--- config.mk ---
export PLATFORM = sky130hd
export DESIGN_NAME = ibp_comparator
export DESIGN_NICKNAME = d
export VERILOG_FILES = /design/src/rtl/ibp_pkg.sv /design/src/rtl/ibp_regs.sv /design/src/rtl/ibp_qualify.sv /design/src/rtl/ibp_lane_match.sv /design/src/rtl/ibp_comparator.sv
export SDC_FILE = /design/constraint.sdc
export NUM_CORES = 1
export LEC_CHECK = 0
export ABC_AREA = 0
export ABC_CLOCK_PERIOD_IN_PS = 1900
export CORE_MARGIN = 4
export CORE_UTILIZATION = 35
export DETAILED_ROUTE_END_ITERATION = 12
export DONT_BUFFER_PORTS = 1
export PLACE_DENSITY_LB_ADDON = 0.3
export SLEW_MARGIN = 25
export SYNTH_ARGS = -nofsm -noshare
export SYNTH_HDL_FRONTEND = slang
export SYNTH_HIERARCHICAL = 1
export SYNTH_SLANG_ARGS = --single-unit
--- constraint.sdc ---
create_clock -name clk -period 1.9 [get_ports clk]
set_input_delay 0.19 -clock clk [delete_from_list [all_inputs] [get_ports clk]]
set_output_delay 0.19 -clock clk [all_outputs]
set_load 0.01 [all_outputs]
--- src/rtl/ibp_pkg.sv ---
package ibp_pkg;
    localparam int unsigned ADDR_W    = 32;
    localparam int unsigned LANES     = 4;
    localparam int unsigned MODE_W    = 3;
    localparam logic [31:0] CTRL_MASK = 32'h0001_C1E7;

    localparam logic [1:0] FS_HALF = 2'b01;
    localparam logic [1:0] FS_WORD = 2'b10;

    localparam logic [1:0] SEC_ANY  = 2'b00;
    localparam logic [1:0] SEC_NS   = 2'b01;
    localparam logic [1:0] SEC_S    = 2'b10;

    localparam logic [1:0] MF_USR_SYS_SVC = 2'b00;
    localparam logic [1:0] MF_PRIV        = 2'b01;
    localparam logic [1:0] MF_USER        = 2'b10;
    localparam logic [1:0] MF_ANY         = 2'b11;

    localparam logic [MODE_W-1:0] MODE_USER = 3'd0;
    localparam logic [MODE_W-1:0] MODE_SVC  = 3'd1;
    localparam logic [MODE_W-1:0] MODE_SYS  = 3'd2;

    typedef struct packed {
        logic             mismatch;
        logic [1:0]       sec_filt;
        logic [LANES-1:0] lane_sel;
        logic [1:0]       mode_filt;
        logic             enable;
    } bp_cfg_t;
endpackage

--- src/rtl/ibp_regs.sv ---
module ibp_regs
    import ibp_pkg::*;
(
    input  logic              clk,
    input  logic              rst_n,
    input  logic              wr,
    input  logic              sel,
    input  logic [31:0]       wdata,
    output logic [31:0]       rdata,
    output logic [ADDR_W-1:2] cmp_word,
    output bp_cfg_t           cfg
);
    typedef struct packed {
        logic [31:0] addr;
        logic [31:0] ctrl;
    } regs_t;

    regs_t r_d, r_q;

    always_comb begin
        r_d = r_q;
        if (wr) begin
            if (sel) r_d.ctrl = wdata & CTRL_MASK;
            else     r_d.addr = wdata;
        end
    end

    always_ff @(posedge clk or negedge rst_n) begin
        if (!rst_n) r_q <= '0;
        else        r_q <= r_d;
    end

    assign rdata         = sel ? r_q.ctrl : r_q.addr;
    assign cmp_word      = r_q.addr[ADDR_W-1:2];
    assign cfg.mismatch  = r_q.ctrl[16];
    assign cfg.sec_filt  = r_q.ctrl[15:14];
    assign cfg.lane_sel  = r_q.ctrl[8:5];
    assign cfg.mode_filt = r_q.ctrl[2:1];
    assign cfg.enable    = r_q.ctrl[0];
endmodule

--- src/rtl/ibp_qualify.sv ---
module ibp_qualify
    import ibp_pkg::*;
(
    input  logic [1:0]        sec_filt,
    input  logic [1:0]        mode_filt,
    input  logic              fetch_secure,
    input  logic [MODE_W-1:0] cpu_mode,
    output logic              sec_ok,
    output logic              mode_ok
);
    logic is_user;
    logic is_basic;

    assign is_user  = (cpu_mode == MODE_USER);
    assign is_basic = is_user || (cpu_mode == MODE_SVC) || (cpu_mode == MODE_SYS);

    always_comb begin
        unique case (sec_filt)
            SEC_ANY: sec_ok = 1'b1;
            SEC_NS:  sec_ok = !fetch_secure;
            SEC_S:   sec_ok = fetch_secure;
            default: sec_ok = 1'b0;
        endcase
    end

    always_comb begin
        unique case (mode_filt)
            MF_USR_SYS_SVC: mode_ok = is_basic;
            MF_PRIV:        mode_ok = !is_user;
            MF_USER:        mode_ok = is_user;
            MF_ANY:         mode_ok = 1'b1;
            default:        mode_ok = 1'b0;
        endcase
    end
endmodule

--- src/rtl/ibp_lane_match.sv ---
module ibp_lane_match
    import ibp_pkg::*;
(
    input  logic [ADDR_W-1:2] cmp_word,
    input  logic [LANES-1:0]  lane_sel,
    input  logic              mismatch,
    input  logic [ADDR_W-1:0] fetch_addr,
    input  logic [1:0]        fetch_size,
    output logic              addr_cond,
    output logic              lanes_legal
);
    localparam int unsigned OFF_W = $clog2(LANES);

    logic [LANES-1:0] touched;
    logic [OFF_W-1:0] off;
    logic             word_eq;
    logic             overlap;

    assign off = fetch_addr[OFF_W-1:0];

    always_comb begin
        unique case (fetch_size)
            FS_HALF: touched = LANES'(4'b0011) << off;
            FS_WORD: touched = {LANES{1'b1}} << off;
            default: touched = '0;
        endcase
    end

    assign word_eq     = (fetch_addr[ADDR_W-1:2] == cmp_word);
    assign overlap     = |(touched & lane_sel);
    assign lanes_legal = (lane_sel[3] == lane_sel[2]) && (lane_sel[1] == lane_sel[0]);
    assign addr_cond   = (word_eq && overlap) ^ mismatch;
endmodule

--- src/rtl/ibp_comparator.sv ---
module ibp_comparator
    import ibp_pkg::*;
(
    input  logic              clk,
    input  logic              rst_n,
    input  logic              reg_wr,
    input  logic              reg_sel,
    input  logic [31:0]       reg_wdata,
    output logic [31:0]       reg_rdata,
    input  logic              fetch_valid,
    input  logic [ADDR_W-1:0] fetch_addr,
    input  logic [1:0]        fetch_size,
    input  logic              fetch_secure,
    input  logic [MODE_W-1:0] cpu_mode,
    output logic              bp_hit
);
    bp_cfg_t           cfg;
    logic [ADDR_W-1:2] cmp_word;
    logic              sec_ok, mode_ok, addr_cond, lanes_legal;
    logic              hit_d, hit_q;

    ibp_regs u_regs (
        .clk      (clk),
        .rst_n    (rst_n),
        .wr       (reg_wr),
        .sel      (reg_sel),
        .wdata    (reg_wdata),
        .rdata    (reg_rdata),
        .cmp_word (cmp_word),
        .cfg      (cfg)
    );

    ibp_qualify u_qual (
        .sec_filt     (cfg.sec_filt),
        .mode_filt    (cfg.mode_filt),
        .fetch_secure (fetch_secure),
        .cpu_mode     (cpu_mode),
        .sec_ok       (sec_ok),
        .mode_ok      (mode_ok)
    );

    ibp_lane_match u_lane (
        .cmp_word    (cmp_word),
        .lane_sel    (cfg.lane_sel),
        .mismatch    (cfg.mismatch),
        .fetch_addr  (fetch_addr),
        .fetch_size  (fetch_size),
        .addr_cond   (addr_cond),
        .lanes_legal (lanes_legal)
    );

    always_comb begin
        hit_d = fetch_valid && cfg.enable && sec_ok && mode_ok
                && lanes_legal && addr_cond;
    end

    always_ff @(posedge clk or negedge rst_n) begin
        if (!rst_n) hit_q <= 1'b0;
        else        hit_q <= hit_d;
    end

    assign bp_hit = hit_q;
endmodule

* Yosys cells after proc, flatten, opt, wreduce, memory -nomap -nowiden
Index checks and enable logic that the tools add are counted.
W data, S select, Z words.
** Word-level totals
- Register bits :: 43
- Bits of input ports :: 75
- Output and inout port bits :: 33
- Word-level logic and storage cells :: 41
** Operators by class
- Equality and inequality tests :: 12
- Shift operators :: 2
- Multiplexer cells :: 4
- Bitwise gates (word level) :: 3
- Reductions and logical operators :: 17
** Operators by type and width (count)
- $mux W32 :: 1
- $eq A30 B30 Y1 :: 1
- $eq A2 B2 Y1 const B :: 4
- $pmux W4 S2 :: 1
- $logic_and A1 B1 Y1 :: 7
- $eq A2 B1 Y1 const B :: 3
- $and A4 B4 Y4 :: 1
- $logic_not A2 Y1 :: 2
- $pmux W1 S4 :: 1
- $reduce_and A2 Y1 :: 2
- $reduce_or A4 Y1 :: 1
- $shl A2 B2 Y4 const A :: 1
- $shl A4 B2 Y4 const A :: 1
- $eq A3 B1 Y1 const B :: 1
- $eq A3 B2 Y1 const B :: 1
- $logic_not A3 Y1 :: 1
- $pmux W1 S3 :: 1
- $eq A1 B1 Y1 :: 2
- $logic_not A1 Y1 :: 2
- $logic_or A1 B1 Y1 :: 2
- $not A1 Y1 :: 1
- $xor A1 B1 Y1 :: 1

* Logic depth before layout (Yosys ltp)
Gate-level depths: netlist (run 1).
- Depth after elaboration :: 7
- Gate-level depth with buffers :: 8

* Modules after synthesis
The synthesis (run 1) kept the hierarchy.
** By module, submodules not included
- ibp_regs :: times used 1, cells an instance 166, area each 2297.2 um^2
- ibp_lane_match :: times used 1, cells an instance 52, area each 446.7 um^2
- ibp_comparator :: times used 1, cells an instance 4, area each 38.8 um^2
- ibp_qualify :: times used 1, cells an instance 6, area each 36.3 um^2

* Worst setup path before layout (run 1)
Ideal clock, no wire load.
- Kind :: register -> register
- Start point :: reg u_regs.r_q (netlist bit u_regs/cmp_word[6])
- End point :: reg hit_q (netlist: bp_hit)
- Setup time :: 72 ps
- Arrival time :: 1667 ps
- Required time :: 1828 ps
- Slack :: 161 ps
- Cell stages (with the launch flop) :: 9
- Path buffers :: 1
- Clock period less this slack :: 1739 ps
- Cell sequence :: dfrtp_1 -> buf_4 -> xor2_1 -> or4_4 -> nor4_4 -> nand3_2 -> xnor2_1 -> nand4_1 -> nor2_1
** On the way
- Word-level cells in the longest chain between the ends :: 4
** RTL lines
- start, declared :: line ibp_regs.sv:18 : regs_t r_d, r_q;
- start signal, assigned :: line ibp_regs.sv:30 : else r_q <= r_d;
- $eq A30 B30 Y1 :: line ibp_lane_match.sv:29 : assign word_eq = (fetch_addr[ADDR_W-1:2] == cmp_word);
- $logic_and A1 B1 Y1 :: line ibp_lane_match.sv:32 : assign addr_cond = (word_eq && overlap) ^ mismatch;
- $xor A1 B1 Y1 :: line ibp_lane_match.sv:32
- via addr_cond :: line ibp_comparator.sv:19 : logic sec_ok, mode_ok, addr_cond, lanes_legal;
- $logic_and A1 B1 Y1 :: line ibp_comparator.sv:54 : && lanes_legal && addr_cond;
- via hit_d :: line ibp_comparator.sv:20 : logic hit_d, hit_q;
- end signal, assigned :: line ibp_comparator.sv:59 : else hit_q <= hit_d;
- end, declared :: line ibp_comparator.sv:20
The timed path passes the listed nets, and every way through them passes these cells.
A chain may end at the register's enable or synchronous reset.

* Worst setup path in the final report (run 1)
- Start point :: reg u_regs.r_q (netlist bit u_regs/cmp_word[2])
- End point :: reg hit_q (netlist: bp_hit)
The elaborated chain is that of the path after synthesis.

==> impl_metrics.toml, run 1 <==
[power]
cellPowerDensity_mw_per_mm2 = 908
power_report.internal_total_uw = 1830
p_seq_share_pct = 46.9
p_leak_uw = 0.00112
switching_share_pct = 27.3
power_switching_uw = 685
combPwrFrac_pct = 23.3
ir_drop_uv = 300
clockPowerShare_pct = 29.8

[worst_hold_path]
min-delay-path-class = "primary input to register"

[drt]
viasPerCell = 4.82
post_drt_wl_per_cell_um = 19.7
wl_met2_mm = 2.79
first_pass_iters = 4
drc = 0
wl_met1_mm = 2.35
routed_wirelength_mm = 5.81
ant_nets = 0
vias = 1422
dr.max_layer_used = "met4"
wl_met3_um = 599
drt_iter0_markers = 22

[synthesis]
synthDistinctLibCells = 29
ys_ff_latch = 43
syn_area_mm2 = 0.00282
yosys_warnings = 6
seq_area_frac_synth_pct = 38.2
syn_area_per_cell_um2 = 12.4
synthesis.nets = 304
netlist_instances = 228

[status]
status = "finished, final reports clean"

[setup_path]
cp-end-kind = "register"
r2r-start = "u_regs/cmp_word[2]"
worstPathMaxFanout = 3
crit_end = "bp_hit"
r2r_setup_slack_ns = 0.16
critPathLaunch = "u_regs/cmp_word[2]"
path_common_cell = "xnor2_1"
critPathMaxStageDelay_ns = 0.42
worst-r2r-cell-count = 8
crit_family = "simple AND/OR/NAND/NOR gates"
critPathLaunchType = "register"
crit_slowest_cell = "dfrtp_1"
arrival_ns = 1.96
crit_cells = 8
worstPathRequired_ns = 2.13
crit_buf_inv = 1
regToRegEndpoint = "bp_hit"
crit_type = "register to register"
crit_chain = "xnor2_1 > nand3_1 > nor4_2 > buf_4 > nand3_2 > xnor2_1 > nand4_1 > nor2_1"

[grt]
grt_max_degree = 44
track_usage_pct = 12.5
grt_pass1_vias = 1596
antenna_found_initial = 0
grt_pass1_wl_mm = 9.26
grt-ovfl-total = 0

[cts]
clk_path_buf_depth = 2
clkTransAtPathRegs_ns = 0.08
cts_root_buf = "clkbuf_8"
numCtsBuffers = 5
cts_sinks = 43
clkLatencyLatePin_ns = 0.29
htreeDepth = 2
cts_tree = "built"
postCtsSetupRepairBufs = 0

[floorplanning]
die_w_um = 97.7
ios = 108
die_y_um = 97.7
core_mm2 = 0.00777
start_util_pct = 36.3
die-area_mm2 = 0.00955
placementRows = 32

[cells_and_area]
area_growth_pct = -1.91
regArea_mm2 = 0.00108
multi_input_area_mm2 = 0.00136
fin_nets = 268
drive_gt1_share_pct = 36.8
fill_cells = 775
insertedDiodeCount = 0

[run]
maxCapViolations = 0

[sta]
worstMarginPinSlew_ns = 0.351
clock_skew_ns = 0.00331
rsz0062_at_grt = "no"
fin_crit_ns = 1.74
final_max_slew_viol_count = 0
finalHoldViolations = 0
max_freq_ghz = 0.576
tns_ns = 0
hold-worst-slack_ns = 0.0317
setup_viol = 0
fin_crit_sh_pct = 91.4
maxSlewHeadroom_pct = 76.5

[place]
dp_hpwl_mm = 4.47
gp_congestion = 0.769
io_buffers = 0
==> power by group through the flow <==
| stage | sequential [µW] | clock (µW) | combinational [µW] |
|---|---|---|---|
| finish | 1180 | 747 | 585 |
| global route | 1210 | 815 | 635 |
| CTS | 1180 | 783 | 596 |
| detailed placement | 1200 | 0 | 564 |
| global placement | 1190 | 0 | 558 |
| floorplan | 1130 | 0 | 715 |
==> state kept, by name (all words and copies together) (netlist names) <==
name,count
u_regs/cmp_word,30
u_regs/cfg,10
u_regs/r_q,2
bp_hit,1
==> metrics by stage <==
stage          instance area [µm²]  power (µW)  std cells  setup slack, ns  util, %
6_report                      2770        2510        295            0.164     35.6
5_1_grt                       2770        2660        295           0.0265     35.6
4_1_cts                       2760        2560        295           0.0676     35.5
3_5_place_dp                  2600        1760        285           0.0967     33.5
3_3_place_gp                  2600        1750        285            0.112     33.5
2_1_floorplan                 2820        1850        228            0.161        -
==> repair_timing <==
item | 4_1_cts | 5_1_grt
setup endpoints to repair | 0 | 1
hold buffers | 2 | 0
gates resized for setup | 0 | 1
endpoints found under the hold margin | 43 | 0
==> synth_stat cells (all sizes together) <==
library cell | count | area share [%]
buf | 46 | 14
a211oi | 1 | 0.27
o22ai | 1 | 0.22
nand3 | 2 | 0.53
nor4 | 3 | 1.2
nand4 | 7 | 2.1
nor2 | 2 | 0.27
xor2 | 5 | 1.6
xnor2 | 28 | 8.7
a21oi | 3 | 0.53
inv | 1 | 0.13
ha | 1 | 0.44
clkbuf | 2 | 0.27
nand2 | 2 | 0.36
mux2 | 52 | 25
mux2i | 1 | 0.36
dfrtp | 43 | 38
or4 | 1 | 0.40
nor2b | 25 | 5.6
o21ai | 2 | 0.36
==> cell usage in the layout, fill, tap and decap left out, drive strengths merged <==
master / netlist / layout
buf: 46 / 4
mux2: 52 / 52
o21ai: 2 / 2
inv: 1 / 1
nand4: 7 / 7
nor4: 3 / 3
nor2: 2 / 2
xor2: 5 / 5
dfrtp: 43 / 43
a211oi: 1 / 1
clkbuf: 2 / 6
xnor2: 28 / 28
dlygate4sd3: 0 / 1
or4: 1 / 1
mux2i: 1 / 1
bufinv: 0 / 1
ha: 1 / 1
nand2: 2 / 2
clkinv: 0 / 1
nand3: 2 / 2
a21oi: 3 / 3
o22ai: 1 / 1
nor2b: 25 / 25
==> how the worst min path moves through the flow <==
stage                   from             endpoint  slack, ns  depth (start not counted)
5_1_grt        reg_wdata[14]  u_regs/cmp_word[14]       0.01                          1
6_report         fetch_valid               bp_hit       0.03                          2
3_5_place_dp           rst_n   u_regs/cmp_word[2]      -0.10                          0
3_3_place_gp           rst_n   u_regs/cmp_word[2]      -0.10                          0
2_1_floorplan          rst_n               bp_hit      -0.11                          0
4_1_cts          fetch_valid               bp_hit       0.01                          2
==> layout make-up <==
| cell class | count | share of cell area (%) |
|---|---|---|
| Clock inverter | 2 | 1.27 |
| Multi-Input combinational cell | 136 | 49.0 |
| Inverter | 1 | 0.136 |
| Sequential cell | 43 | 38.9 |
| Clock buffer | 6 | 2.99 |
| Tap cell | 102 | 4.62 |
| Timing Repair Buffer | 5 | 3.08 |
==> kinds of logic after synthesis <==
family                   after synthesis  synth area share, %
flip-flops                            43                 38.2
multiplexers                          53                 25.1
AND/OR/NAND/NOR                       42                 10.5
buffers and inverters                 49                 14.2
AO/OA/AOI/OAI                          7                 1.38
adder cells (fa/ha/maj)                1                0.444
XOR/XNOR                              33                 10.3
==> layer usage <==
| metal | vias up | global-route usage [%] |
|---|---|---|
| li1 | 659 | - |
| met3 | 6 | 6.21 |
| met4 | 0 | 3.51 |
| met5 | - | 0 |
| met2 | 67 | 20.1 |
| met1 | 690 | 14.8 |
No activity file was read; power rests on OpenSTA's default activity.
==> run 2, diff against run 1 <==
==> constraint.sdc (replaced) <==
create_clock -name clk -period 1.9 [get_ports clk]
set_input_delay 0.57 -clock clk [delete_from_list [all_inputs] [get_ports clk]]
set_output_delay 0.57 -clock clk [all_outputs]
set_load 0.01 [all_outputs]
==> run 2 against run 1 <==
  * Setup slack got worse by 0.048 ns
  * Critical path depth unchanged
  * Clock-buffer cell count unchanged
  * Clock power decreased by 7.4%
  * Global-route usage decreased by 0.12 points
  * First-iteration DRC count decreased by 41%
  * Non-clock buffer count decreased by 1
  * Register-to-register slack about the same
  * Largest power group unchanged
==> impl_metrics.toml, run 2 (synthesis gave the netlist of run 1 again) <==
[cells_and_area]
layout_common_cells = "dfrtp_1 (43), mux2_4 (30), xnor2_1 (28), nor2b_1 (24), mux2_2 (22)"
fin_util_pct = 35.3
fill_cells = 792
fin_nets = 267
area_growth_pct = -2.80
final_common_cell = "dfrtp_1"
insertedDiodeCount = 0
multi_input_area_mm2 = 0.00136
regArea_mm2 = 0.00108
drive_gt1_share_pct = 36.1
stdcell_count = 293
largest_reg_flops = 30

[sta]
setup_viol = 0
rsz0062_at_grt = "no"
fin_crit_ns = 1.78
worstMarginPinSlew_ns = 0.292
clock_skew_ns = 0.00240
fin_crit_sh_pct = 93.9
final_max_slew_viol_count = 0
finalHoldViolations = 0
hold-worst-slack_ns = 0.114
max_freq_ghz = 0.561
maxSlewHeadroom_pct = 80.4

[status]
status = "finished, final reports clean"

[grt]
grt-ovfl-total = 0
antenna_found_initial = 0
grt_pass1_wl_mm = 9.19
track_usage_pct = 12.4
grt_pass1_vias = 1597
grt_max_degree = 44

[power]
clockPowerShare_pct = 28.2
p_leak_uw = 0.00111
power_report.internal_total_uw = 1780
switching_share_pct = 27.2
cellPowerDensity_mw_per_mm2 = 894
power_uw = 2450
combPwrFrac_pct = 23.6
power_switching_uw = 666
ir_drop_uv = 271
p_seq_share_pct = 48.1

[cts]
clkTransAtPathRegs_ns = 0.08
cts_root_buf = "clkbuf_8"
htreeDepth = 2
cts_tree = "built"
cts_sinks = 43
clkLatencyLatePin_ns = 0.29
clk_path_buf_depth = 2
numCtsBuffers = 5

[drt]
viasPerCell = 4.87
ant_nets = 0
drt_iter0_markers = 13
routed_wirelength_mm = 5.80
drc = 0
first_pass_iters = 4
post_drt_wl_per_cell_um = 19.8
vias = 1427

[place]
gp_congestion = 0.765
dp_hpwl_mm = 4.41
io_buffers = 0
dp_cells = 285

[floorplanning]
die_w_um = 97.7
placementRows = 32
ios = 108
die_y_um = 97.7
core_mm2 = 0.00777
start_util_pct = 36.3
die-area_mm2 = 0.00955

[setup_path]
critPathMaxStageDelay_ns = 0.55
worstPathRequired_ns = 2.13
critPathLaunchType = "primary input"
worstPathMaxFanout = 1
crit_type = "primary input to register"
crit_slowest_cell = "or4_4"
crit_chain = "inv_1 > ha_1 > or4_4 > nor4_4 > nand3_2 > xnor2_1 > nand4_1 > nor2_1"
arrival_ns = 2.01
cp-end-kind = "register"

[worst_hold_path]
min-delay-path-class = "primary input to asynchronous set/reset pin"

[run]
maxCapViolations = 0
[run 2: worst paths after layout]
kind / start / endpoint / slack [ns] / cells after the start
setup / recovery: fetch_size[0] / bp_hit / 0.12 / 8
hold / removal: rst_n / u_regs/cmp_word[12] / 0.11 / 1
setup reg to reg: u_regs/cmp_word[6] / bp_hit / 0.17 / 7
hold reg to reg: u_regs/r_q[32] / u_regs/r_q[32] / 0.52 / 1
max in group asynchronous: rst_n / u_regs/cmp_word[20] / 1.59 / 1
min in group clk: fetch_valid / bp_hit / 0.41 / 2
[run 2: repair_timing]
item	CTS	global route
hold buffers	1	0
gates resized for setup	0	1
setup buffers	0	0
setup endpoints to repair	0	1
endpoints found under the hold margin	43	0
[run 2: layer usage]
metal	share of wire, %	GRT usage, %
met5	0	0
met4	0.78	3.51
met3	8.6	5.00
met2	47	19.4
met1	44	15.8
[run 2: metrics by stage]
stage	setup TNS [ns]	worst slack, ns	cell area (µm²)
after floorplan	-0.0888	-0.0888	2820
after global placement	-0.176	-0.176	2600
after detailed placement	-0.194	-0.194	2600
after CTS	0	0.0778	2730
after global routing	0	0.00539	2740
final	0	0.116	2740
[run 2: area by class of cell]
| class | instances | share of cell area (%) |
|---|---|---|
| timing repair buffer | 4 | 2.74 |
| clock buffer | 6 | 2.65 |
| sequential | 43 | 39.3 |
| multi-input combinational | 136 | 49.5 |
| clock inverter | 1 | 1.10 |
| tap | 102 | 4.66 |
| inverter | 1 | 0.137 |
[run 2: worst max-delay path: cells and delay by family]
kind | cells | cell delay (ns)
xor+xnor | 1 | 0.14
fa+ha+maj | 1 | 0.30
buf+inv | 1 | 0.02
simple gates | 5 | 0.97
[run 2: power groups by stage]
stage	clock network (µW)	registers, µW	logic, µW
CTS	723	1190	592
detailed placement	0	1200	564
floorplan	0	1130	715
global placement	0	1200	558
finish	692	1180	579
global route	754	1210	633
